File: src/rtl/adcsf_pkg.sv
package adcsf_pkg;
  localparam int STAT_W   = 8;
  localparam int CNT_W    = 4;
  localparam int SCF_POS  = 7;
  localparam int TOR_POS  = 5;
  localparam int ROR_POS  = 4;
  // bits that are real sticky flags
  localparam logic [STAT_W-1:0] FLAG_MASK =
    (STAT_W'(1) << SCF_POS) | (STAT_W'(1) << TOR_POS) | (STAT_W'(1) << ROR_POS);
  // flags cleared by abort-class writes
  localparam logic [STAT_W-1:0] ABORT_MASK =
    (STAT_W'(1) << TOR_POS) | (STAT_W'(1) << ROR_POS);

  typedef struct packed {
    logic [STAT_W-1:0] set;
    logic [STAT_W-1:0] clr;
  } flag_evt_t;
endpackage

File: src/rtl/adcsf_event_decode.sv
module adcsf_event_decode
  import adcsf_pkg::*;
#(
  parameter int NUM_CH = 16,
  localparam int CH_W  = (NUM_CH > 1) ? $clog2(NUM_CH) : 1
) (
  input  logic              seq_busy,
  input  logic              seq_done,
  input  logic              edge_mode,
  input  logic              trig_edge,
  input  logic              res_wr,
  input  logic [CH_W-1:0]   res_ch,
  input  logic [NUM_CH-1:0] ccf,
  input  logic              fast_clr,
  input  logic              res_rd,
  input  logic              start_wr,
  input  logic              abort_wr,
  input  logic              stat_wr,
  input  logic [STAT_W-1:0] stat_wdata,
  output flag_evt_t         evt
);
  logic tor_hit, ror_hit, fast_hit;

  always_comb begin
    tor_hit  = edge_mode && seq_busy && trig_edge;
    ror_hit  = res_wr && ccf[res_ch];
    fast_hit = fast_clr && res_rd;

    evt.set          = '0;
    evt.set[SCF_POS] = seq_done;
    evt.set[TOR_POS] = tor_hit;
    evt.set[ROR_POS] = ror_hit;

    evt.clr = ({STAT_W{stat_wr}} & stat_wdata)
            | ({STAT_W{abort_wr}} & ABORT_MASK)
            | ({STAT_W{start_wr}} & FLAG_MASK);
    evt.clr[SCF_POS] = evt.clr[SCF_POS] | fast_hit;
  end
endmodule

File: src/rtl/adcsf_flag_reg.sv
module adcsf_flag_reg
  import adcsf_pkg::*;
(
  input  logic              clk,
  input  logic              rst,
  input  flag_evt_t         evt,
  output logic [STAT_W-1:0] flag_q
);
  for (genvar i = 0; i < STAT_W; i++) begin : g_bit
    if (FLAG_MASK[i]) begin : g_flop
      logic q;
      always_ff @(posedge clk) begin
        if (rst)             q <= 1'b0;
        else if (evt.set[i]) q <= 1'b1;   // set wins over clear
        else if (evt.clr[i]) q <= 1'b0;
      end
      assign flag_q[i] = q;
    end else begin : g_zero
      assign flag_q[i] = 1'b0;
    end
  end
endmodule

File: src/rtl/adcsf_conv_counter.sv
module adcsf_conv_counter #(
  parameter int W = 4
) (
  input  logic         clk,
  input  logic         rst,
  input  logic         start_wr,
  input  logic         conv_done,
  input  logic [W-1:0] seq_len,
  output logic [W-1:0] cnt_q
);
  logic [W:0] limit;
  logic [W:0] inc;

  always_comb begin
    limit = (seq_len == '0) ? (W+1)'(1) << W : {1'b0, seq_len};
    inc   = {1'b0, cnt_q} + (W+1)'(1);
  end

  always_ff @(posedge clk) begin
    if (rst)                cnt_q <= '0;
    else if (start_wr)      cnt_q <= '0;
    else if (conv_done)     cnt_q <= (inc == limit) ? '0 : inc[W-1:0];
  end
endmodule

File: src/rtl/adc_seq_status.sv
module adc_seq_status
  import adcsf_pkg::*;
#(
  parameter int NUM_CH = 16,
  localparam int CH_W  = (NUM_CH > 1) ? $clog2(NUM_CH) : 1
) (
  input  logic              clk,
  input  logic              rst,
  input  logic              seq_busy,
  input  logic              seq_done,
  input  logic              conv_done,
  input  logic [CNT_W-1:0]  seq_len,
  input  logic              edge_mode,
  input  logic              trig_edge,
  input  logic              res_wr,
  input  logic [CH_W-1:0]   res_ch,
  input  logic [NUM_CH-1:0] ccf,
  input  logic              fast_clr,
  input  logic              res_rd,
  input  logic              start_wr,
  input  logic              abort_wr,
  input  logic              stat_wr,
  input  logic [STAT_W-1:0] stat_wdata,
  output logic [STAT_W-1:0] stat_q
);
  flag_evt_t          evt;
  logic [STAT_W-1:0]  flag_q;
  logic [CNT_W-1:0]   cnt_q;

  adcsf_event_decode #(.NUM_CH(NUM_CH)) u_dec (
    .seq_busy   (seq_busy),
    .seq_done   (seq_done),
    .edge_mode  (edge_mode),
    .trig_edge  (trig_edge),
    .res_wr     (res_wr),
    .res_ch     (res_ch),
    .ccf        (ccf),
    .fast_clr   (fast_clr),
    .res_rd     (res_rd),
    .start_wr   (start_wr),
    .abort_wr   (abort_wr),
    .stat_wr    (stat_wr),
    .stat_wdata (stat_wdata),
    .evt        (evt)
  );

  adcsf_flag_reg u_flags (
    .clk    (clk),
    .rst    (rst),
    .evt    (evt),
    .flag_q (flag_q)
  );

  adcsf_conv_counter #(.W(CNT_W)) u_cnt (
    .clk       (clk),
    .rst       (rst),
    .start_wr  (start_wr),
    .conv_done (conv_done),
    .seq_len   (seq_len),
    .cnt_q     (cnt_q)
  );

  assign stat_q = flag_q | {{(STAT_W-CNT_W){1'b0}}, cnt_q};
endmodule

File: config.mk
export PLATFORM = sky130hd
export DESIGN_NAME = adc_seq_status
export DESIGN_NICKNAME = d
export VERILOG_FILES = /design/src/rtl/adcsf_pkg.sv /design/src/rtl/adcsf_event_decode.sv /design/src/rtl/adcsf_flag_reg.sv /design/src/rtl/adcsf_conv_counter.sv /design/src/rtl/adc_seq_status.sv
export SDC_FILE = /design/constraint.sdc
export NUM_CORES = 1
export LEC_CHECK = 0
export CAP_MARGIN = 10
export CORE_AREA = 2 2 50 52
export DETAILED_ROUTE_END_ITERATION = 10
export DIE_AREA = 0 0 52 54
export PLACE_DENSITY = 0.69
export SYNTH_ARGS = -nofsm -noshare
export SYNTH_HDL_FRONTEND = slang
export SYNTH_SLANG_ARGS = --single-unit
File: constraint.sdc
create_clock -name clk -period 1.4 [get_ports clk]
set_clock_uncertainty 0.05 [all_clocks]
set_input_delay 0.28 -clock clk [delete_from_list [all_inputs] [get_ports clk]]
set_output_delay 0.28 -clock clk [all_outputs]
set_load 0.01 [all_outputs]
# Word-level counts from Yosys, hierarchy flattened
# Cells that the tools add are included.
[totals]
ff_bits = 7
output_inout_bits = 8
wordCells = 31
[op_classes]
order_cmp = 1
reduce_logical = 9
n_eq_ne = 1
bitwise_logic = 5
n_addsub = 1
muxes = 10
[op_table]
columns = ["operator", "count"]
rows = [
  ["$and A8 B8 Y8", 1],
  ["$or A8 B4 Y8", 1],
  ["$or A8 B6 Y8", 1],
  ["$or A8 B8 Y8", 1],
  ["$mux W1", 7],
  ["$reduce_bool A2 Y1", 3],
  ["$add A4 B1 Y5 const B", 1],
  ["$eq A5 B5 Y1", 1],
  ["$lt A4 B5 Y1 const B", 1],
  ["$mux W5", 1],
  ["$bmux W1 S4", 1],
  ["$logic_and A1 B1 Y1", 4],
  ["$logic_not A4 Y1", 1],
  ["$mux W4", 1],
  ["$reduce_or A2 Y1", 1],
  ["$or A1 B1 Y1", 1],
]

# Depth between registers and ports, before layout
# Gate-level depths: netlist of the first run.
[depth]
word_depth = 6
mapped_depth = 5
mapped_depth_nobuf = 5

# Hierarchy
# A second synthesis of the first run with hierarchy kept.
[hier_totals]
cells_unflattened = 93
area_unflattened_um2 = 767.0
[by_module_without_submodules]
columns = ["mod", "cells_each", "instances", "area_per_inst_um2"]
rows = [
  ["adcsf_conv_counter", 33, 1, 287.8],
  ["adcsf_event_decode", 35, 1, 285.3],
  ["adcsf_flag_reg", 21, 1, 168.9],
  ["adc_seq_status", 4, 1, 25.0],
]

# Least setup slack after synthesis of the first run
# OpenSTA, ideal clock, no wires.
[synth_timing]
path_type = "register -> register"
from = "reg u_cnt.cnt_q[0]"
to = "reg u_cnt.cnt_q[0]"
arrival_ns = 1.363
period_less_slack_ns = 1.546
slack_ns = -0.146
setup_time_ns = 0.133
t_required_ns = 1.217
path_stages_with_launch = 6
cell_sequence = "dfxtp_1 -> ha_1 -> xnor2_1 -> xnor2_1 -> nor4_2 -> o21ai_0"
[synth_between]
elab_chain_len = 3
[synth_lines]
columns = ["item", "line", "rtl"]
rows = [
  ["start: declaration", "adcsf_conv_counter.sv:9", "output logic [W-1:0] cnt_q"],
  ["start signal: assignment", "adcsf_conv_counter.sv:22", "else if (conv_done) cnt_q <= (inc == limit) ? '0 : inc[W-1:0];"],
  ["$add A4 B1 Y5 *", "adcsf_conv_counter.sv:16", "inc = {1'b0, cnt_q} + (W+1)'(1);"],
  ["$eq A5 B5 Y1", "adcsf_conv_counter.sv:22", ""],
  ["$mux W4 *", "adcsf_conv_counter.sv:22", ""],
]
# Mark *: on every way between the ends. The rest lies on a longest branch, timed or not.
# A chain may end at the register's enable or synchronous reset.

# Worst setup path in the final report of the first run
[layout_timing]
from = "reg u_cnt.cnt_q[0]"
to = "reg u_cnt.cnt_q[2]"
# The elaborated chain is that of the path after synthesis.

==> reports/qor.yml, run 1 <==
run_status:
  status: "finished, violations left"
  violations: "setup timing"
worst_setup_path:
  r2r_end: "u_cnt.cnt_q[2]"
  r2r-start: "u_cnt.cnt_q[0]"
  crit_type: "reg -> reg"
  max_stage_delay_ns: 0.35
  critical_path_buf_inv_count: 1
  rrSetupSlack_ns: -0.06
  startpoint_type: "flop"
  end_kind: "flop"
  worstPathCellList: "ha_4 -> xnor2_2 -> nand2_2 -> nor4_4 -> buf_4 -> a211oi_2"
  crit_slowest_cell: "dfxtp_4"
  crit_family: "flip-flops"
  cp_data_required_time_ns: 1.47
  path_max_fanout: 4
  worstPathArrival_ns: 1.53
  reg2reg_depth: 6
timing:
  setup_viol: 4
  max_clock_freq_mhz: 685
  drv_slew: 0
  rsz0062_at_grt: "yes"
  min_period_ns: 1.46
  setup_slack_ns: -0.0605
  final.period_utilization_pct: 104
  hold_violations: 0
job:
  drv_cap: 0
yosys:
  ys_warn_count: 0
  synth_area_um2: 578
  syn_inst: 59
  synth_compound_area_share_pct: 11.7
  synthSimpleGateAreaFrac_pct: 21.9
  yosys.area.top_type: "dfxtp_1"
  ys.flop_type: "dfxtp_1"
  netlist_top_cells_count: "dfxtp_1, nand3_1, xnor2_1"
  synth_top_family_by_area: "multiplexers"
  synth_seq_cells: 7
  syn_nets: 105
  avgSynthCellArea_um2: 9.80
  ys_seq_area_share_pct: 24.2
  synthMuxAreaShare_pct: 22.3
  synthArstFlopShare_pct: 0
  synth_fa_ha_area_share_pct: 2.16
  synth.area.top_cells: "dfxtp_1, mux4_1, mux4_2, xnor2_1, buf_4"
  synth-xor-area-share_pct: 10.6
  synth_top_area_share_pct: 24.2
  synth_edf_count: 0
  yosysMostFrequentCell: "dfxtp_1"
  ys_types: 25
hold_path:
  holdCritPathClass: "reg -> reg"
  hp-start: "u_flags.g_bit[7].g_flop.q"
  whs_endpoint: "u_flags.g_bit[7].g_flop.q"
  min_path_cells: 2
pwr:
  vdd_ir_drop_max_v: 0.000255
  finalPower_uw: 623
  cellLeakagePower_uw: 0.000657
  p_per_area_mw_per_mm2: 496
clock_network:
  htreeDepth: 1
  clk_pin_slew_ns: 0.05
  cts_buffers: 3
  clock_latency_ns: 0.24
  cts_tree: "built"
  cts_buffer_depth: 2
  clock_sinks: 7
  clock-root-buffer: "clkbuf_4"
grt:
  grt_start_max_net_pins: 11
  grt_pass1_vias: 729
  grt_pass1_wl_mm: 3.06
  grt_overflow_total: 0
  groute.usage.overall_pct: 14.7
  antenna_found_initial: 0
detailed_routing:
  drt_wl_total_mm: 1.86
  dr.max_layer_used: "met3"
  drtIter0Drc: 2
  drc: 0
  wl_met2_um: 995
  m1WireLength_um: 706
  drt-vias-per-instance: 4.71
  post_drt_wl_per_cell_um: 12.5
  final_antenna_net_count: 0
  routed-wl-met3_um: 155
  dr.pass1.iters: 2
  vias: 697
die:
  start_util_pct: 24.9
  ios: 53
  die_x_um: 52
  num_rows: 18
  dieArea_mm2: 0.00281
  coreArea_mm2: 0.00232
  die_y_um: 54
final_layout:
  fin_cells: 148
  seq_area_um2: 146
  area_growth_pct: 118
  antenna_cells: 0
  multi_input_area_um2: 459
  drive_gt1_share_pct: 30.5
  nFillCells: 222
  nets: 165
placed_design:
  preCtsSetupSlack_ns: -0.557
  numPortBuffers: 46
  place_congestion: 0.734
  hpwl_mm: 1.52
  dp.cells: 140
[state kept, by name, summed over array words and instances, names as in the netlist]
register	flops
u_flags.g_bit.g_flop.q	3
u_cnt.cnt_q	4
[per-stage QoR]
stage               hold WS, ns  cell area (µm²)  TNS, ns  util (%)
global placement          0.420             1140    -2.13      49.4
finish                    0.445             1260   -0.207      54.2
detailed placement        0.436             1140    -2.33      49.4
CTS                       0.445             1200   -0.205      51.8
floorplan                 0.302              606        0         -
global route              0.471             1260   -0.407      54.2
[report_power, final]
part           leakage, µW  internal (µW)  switching [µW]  total [µW]
Sequential       0.0000588            206            4.94         211
Combinational     0.000583            157            79.1         236
Clock            0.0000150            108            68.2         177
[area by class of cell]
class / count / share of cell area, %
clock buffer: 4 / 2.09
inverter: 1 / 0.299
timing repair buffer: 60 / 46.5
multi-input combinational: 46 / 36.5
sequential: 7 / 11.6
tap: 30 / 2.99
[worst max-delay path by stage]
stage	start	cells past startpoint	slack (ns)	endpoint
2_1_floorplan	u_cnt.cnt_q[0]	5	0.003	u_cnt.cnt_q[1]
3_3_place_gp	res_ch[0]	5	-0.51	u_flags.g_bit[4].g_flop.q
3_5_place_dp	res_ch[0]	5	-0.56	u_flags.g_bit[4].g_flop.q
4_1_cts	ccf[11]	5	-0.09	u_flags.g_bit[4].g_flop.q
5_1_grt	u_cnt.cnt_q[0]	6	-0.11	u_cnt.cnt_q[3]
6_report	u_cnt.cnt_q[0]	6	-0.06	u_cnt.cnt_q[2]
[per-layer routing]
metal,GRT usage (%),vias to the layer above
li1,-,341
met1,15.7,317
met2,28.1,39
met3,3.61,0
met4,5.26,0
met5,0,-
[worst reg2reg max path: cells and delay by family, from the launching register on]
family / cells / cell delay, ns
and+or+nand+nor: 2 / 0.33
DFF: 1 / 0.35
buffers and inverters: 1 / 0.17
xor gates and xnor gates: 1 / 0.10
adders and majority gates: 1 / 0.28
AOI/OAI and AO/OA: 1 / 0.06
[cells by family after synthesis]
kind of cell | count (synthesis)
simple gates | 20
compound gates | 10
fa+ha+maj | 1
buf+inv | 6
flops | 7
xor+xnor | 7
other cells | 1
mux | 7
[layout by cell type, fill, tap and decap left out, types with 3 or more instances in the layout]
master / synthesis / routed
buf_4: 4 / 14
clkbuf_4: 0 / 3
clkdlybuf4s50_1: 0 / 16
dfxtp_1: 7 / 4
dlygate4sd2_1: 0 / 11
dlymetal6s2s_1: 0 / 17
mux4_2: 2 / 4
nand3_1: 5 / 4
nand3b_1: 3 / 3
nor2_1: 4 / 4
xnor2_1: 5 / 3
[repair_timing]
action	in CTS	in global routing
hold buffers	0	0
pin swaps	8	5
setup buffers	2	2
gates resized for setup	20	26
setup endpoints to repair	12	5
Note: power is estimated with default switching activity, not from simulation.
==> run 2, diff against run 1 <==
--- a/config.mk
+++ b/config.mk
@@ -9,6 +9,7 @@
 export CORE_AREA = 2 2 50 52
 export DETAILED_ROUTE_END_ITERATION = 10
 export DIE_AREA = 0 0 52 54
+export GPL_ROUTABILITY_DRIVEN = 0
 export PLACE_DENSITY = 0.69
 export SYNTH_ARGS = -nofsm -noshare
 export SYNTH_HDL_FRONTEND = slang
==> results of run 2 <==
No change in the layout: final DEF, timing and power equal those of run 1.
==> run 3, diff against run 2 <==
--- a/config.mk
+++ b/config.mk
@@ -11,6 +11,7 @@
 export DIE_AREA = 0 0 52 54
 export GPL_ROUTABILITY_DRIVEN = 0
 export PLACE_DENSITY = 0.69
+export REMOVE_ABC_BUFFERS = 1
 export SYNTH_ARGS = -nofsm -noshare
 export SYNTH_HDL_FRONTEND = slang
 export SYNTH_SLANG_ARGS = --single-unit
==> run 3 against run 2 <==
  * The flow still finishes with violations (setup timing)
  * Highest routed layer is now met4
  * Combinational power fell by 6%
  * Register-to-register slack improved by 0.04 ns
  * Global-route usage rose by 1.1 points
  * Critical endpoint unchanged
  * Maximum frequency rose by 3.0%
  * Non-clock buffer count rose by 1
==> reports/qor.yml, run 3 (same netlist as run 1, synthesis figures left out) <==
timing:
  max_clock_freq_mhz: 705  # +3.0%
  setup_viol: 3  # -1
  drv_slew: 0  # unchanged
  final.period_utilization_pct: 101  # -3.1 points
  hold_slack_ns: 0.432  # -0.0132 ns
  rsz0062_at_grt: "yes"
  hold_violations: 0  # unchanged
  setup_slack_ns: -0.0176  # +0.0429 ns
  min_period_ns: 1.42  # -0.0429 ns
final_layout:
  top_register: "u_cnt.cnt_q"
  layout_commonest_cell: "clkdlybuf4s50_1"
  drive_gt1_share_pct: 29.4  # -1.1 points
  final_cell_mix: "clkdlybuf4s50_1, buf_4, dlymetal6s2s_1, dlygate4sd2_1, dfxtp_1"
  nFillCells: 228  # +2.7%
  largest_reg_flops: 4  # unchanged
  nets: 166  # +0.61%
  area_growth_pct: 112
  reg.largest.list: "u_cnt.cnt_q: 4 flops, u_flags.g_bit.g_flop.q: 3 flops"
  antenna_cells: 0  # unchanged
  utilization_pct: 52.9  # -1.3 points
worst_setup_path:
  startpoint_type: "flop"
  worstPathArrival_ns: 1.49  # -0.04 ns
  cp_data_required_time_ns: 1.47  # about the same
  path_max_fanout: 4  # unchanged
  crit_type: "reg -> reg"
  end_kind: "flop"
grt:
  grt_start_max_net_pins: 11  # unchanged
  grt_pass1_wl_mm: 3.16  # +3.2%
  antenna_found_initial: 0  # unchanged
  grt_pass1_vias: 753  # +3.3%
  groute.usage.overall_pct: 15.8  # +1.1 points
  grt_overflow_total: 0  # unchanged
pwr:
  vdd_ir_drop_max_v: 0.000293  # +15%
  cellLeakagePower_uw: 0.000628  # -4.3%
  p_per_area_mw_per_mm2: 502  # +1.2%
  finalPower_uw: 616  # -1.3%
placed_design:
  hpwl_mm: 1.65  # +8.9%
  numPortBuffers: 46  # unchanged
  preCtsSetupSlack_ns: -0.564  # -0.00675 ns
run_status:
  status: "finished, violations left"
  violations: "setup timing"
clock_network:
  cts_buffers: 3  # unchanged
  cts_buffer_depth: 2  # unchanged
  clock_latency_ns: 0.25  # about the same
  clock_sinks: 7  # unchanged
  cts_tree: "built"
  cts_hold_buffers: 0  # unchanged
  htreeDepth: 1  # unchanged
  clk_pin_slew_ns: 0.05  # about the same
  clock-root-buffer: "clkbuf_4"
  post_cts_buffers: 0  # -2
die:
  die_y_um: 54  # unchanged
  dieArea_mm2: 0.00281  # unchanged
  ios: 53  # unchanged
  num_rows: 18  # unchanged
  start_util_pct: 24.9  # unchanged
  die_x_um: 52  # unchanged
  coreArea_mm2: 0.00232  # unchanged
detailed_routing:
  drc: 0  # unchanged
  drtIter0Drc: 14  # +12
  vias: 709  # +1.7%
  post_drt_wl_per_cell_um: 13.2  # +5.3%
  dr.pass1.iters: 4  # +2
  drt_wl_total_mm: 1.97  # +6.0%
  final_antenna_net_count: 0  # unchanged
  drt-vias-per-instance: 4.76  # +1.0%
hold_path:
  holdCritPathClass: "reg -> reg"
job:
  drv_cap: 0  # unchanged
## run 3: cell types whose count changed in the layout (fill, tap and decap cells not counted)
cell	previous run	this run
buf_4	14	15
dfxtp_1	4	5
dfxtp_4	1	0
dlygate4sd2_1	11	14
dlymetal6s2s_1	17	14
nand2_1	2	3
nand2_2	1	0
nor4_2	0	2
nor4_4	2	0
o21ai_1	2	1
o21ai_2	0	1
xnor2_1	3	4
xnor2_2	2	1
## run 3: through the flow
| stage | cell area, µm² | cells | setup TNS, ns |
|---|---|---|---|
| 6_report | 1230 | 149 | -0.0444 |
| 3_5_place_dp | 1150 | 145 | -2.14 |
| 3_3_place_gp | 1150 | 145 | -2.09 |
| 5_1_grt | 1230 | 149 | -0.488 |
| 4_1_cts | 1200 | 149 | -0.400 |
| 2_1_floorplan | 544 | 54 | -0.560 |
## run 3: worst paths after layout
kind | start | end | slack [ns] | depth (start not counted)
worst max-delay path | u_cnt.cnt_q[1] | u_cnt.cnt_q[2] | -0.02 | 6
worst min-delay path | u_flags.g_bit[5].g_flop.q | u_flags.g_bit[5].g_flop.q | 0.43 | 2
worst max register to register | u_cnt.cnt_q[1] | u_cnt.cnt_q[2] | -0.02 | 6
worst min register to register | u_flags.g_bit[5].g_flop.q | u_flags.g_bit[5].g_flop.q | 0.43 | 2
## run 3: final cells by class
cell class / count / area [µm²] / share of cell area, %
multi-input combinational: 46 / 435 / 35.5
clock buffer: 4 / 26.3 / 2.14
inverter: 1 / 3.75 / 0.306
tap: 30 / 37.5 / 3.06
timing repair buffer: 61 / 581 / 47.3
sequential: 7 / 143 / 11.6
## run 3: critical path, cell delays in order (launching register included)
cell and delay [ns]:
dfxtp_2 0.33, ha_4 0.17, xnor2_2 0.13, xnor2_1 0.13, nor4_2 0.24, buf_4 0.18
a211oi_2 0.06
## run 3: repair_timing
action	4_1_cts	5_1_grt
endpoints found under the setup margin	12	5
pin swaps	11	6
hold endpoints to repair	0	0
resized for setup	26	22
## run 3: layer usage
metal	vias up	part of all wire (%)	global-route usage [%]	wire length, µm
met3	4	11	6.39	214
li1	346	-	-	-
met4	0	2.0	8.77	39
met2	47	52	30.6	1030
met1	312	35	13.7	681
met5	-	0	0	0
## run 3: report_power, final
group	internal, µW	leakage, µW	switching, µW
Sequential	207	0.0000580	4.38
Combinational	149	0.000555	74.6
Clock	109	0.0000150	72.2
Total	464	0.000628	151
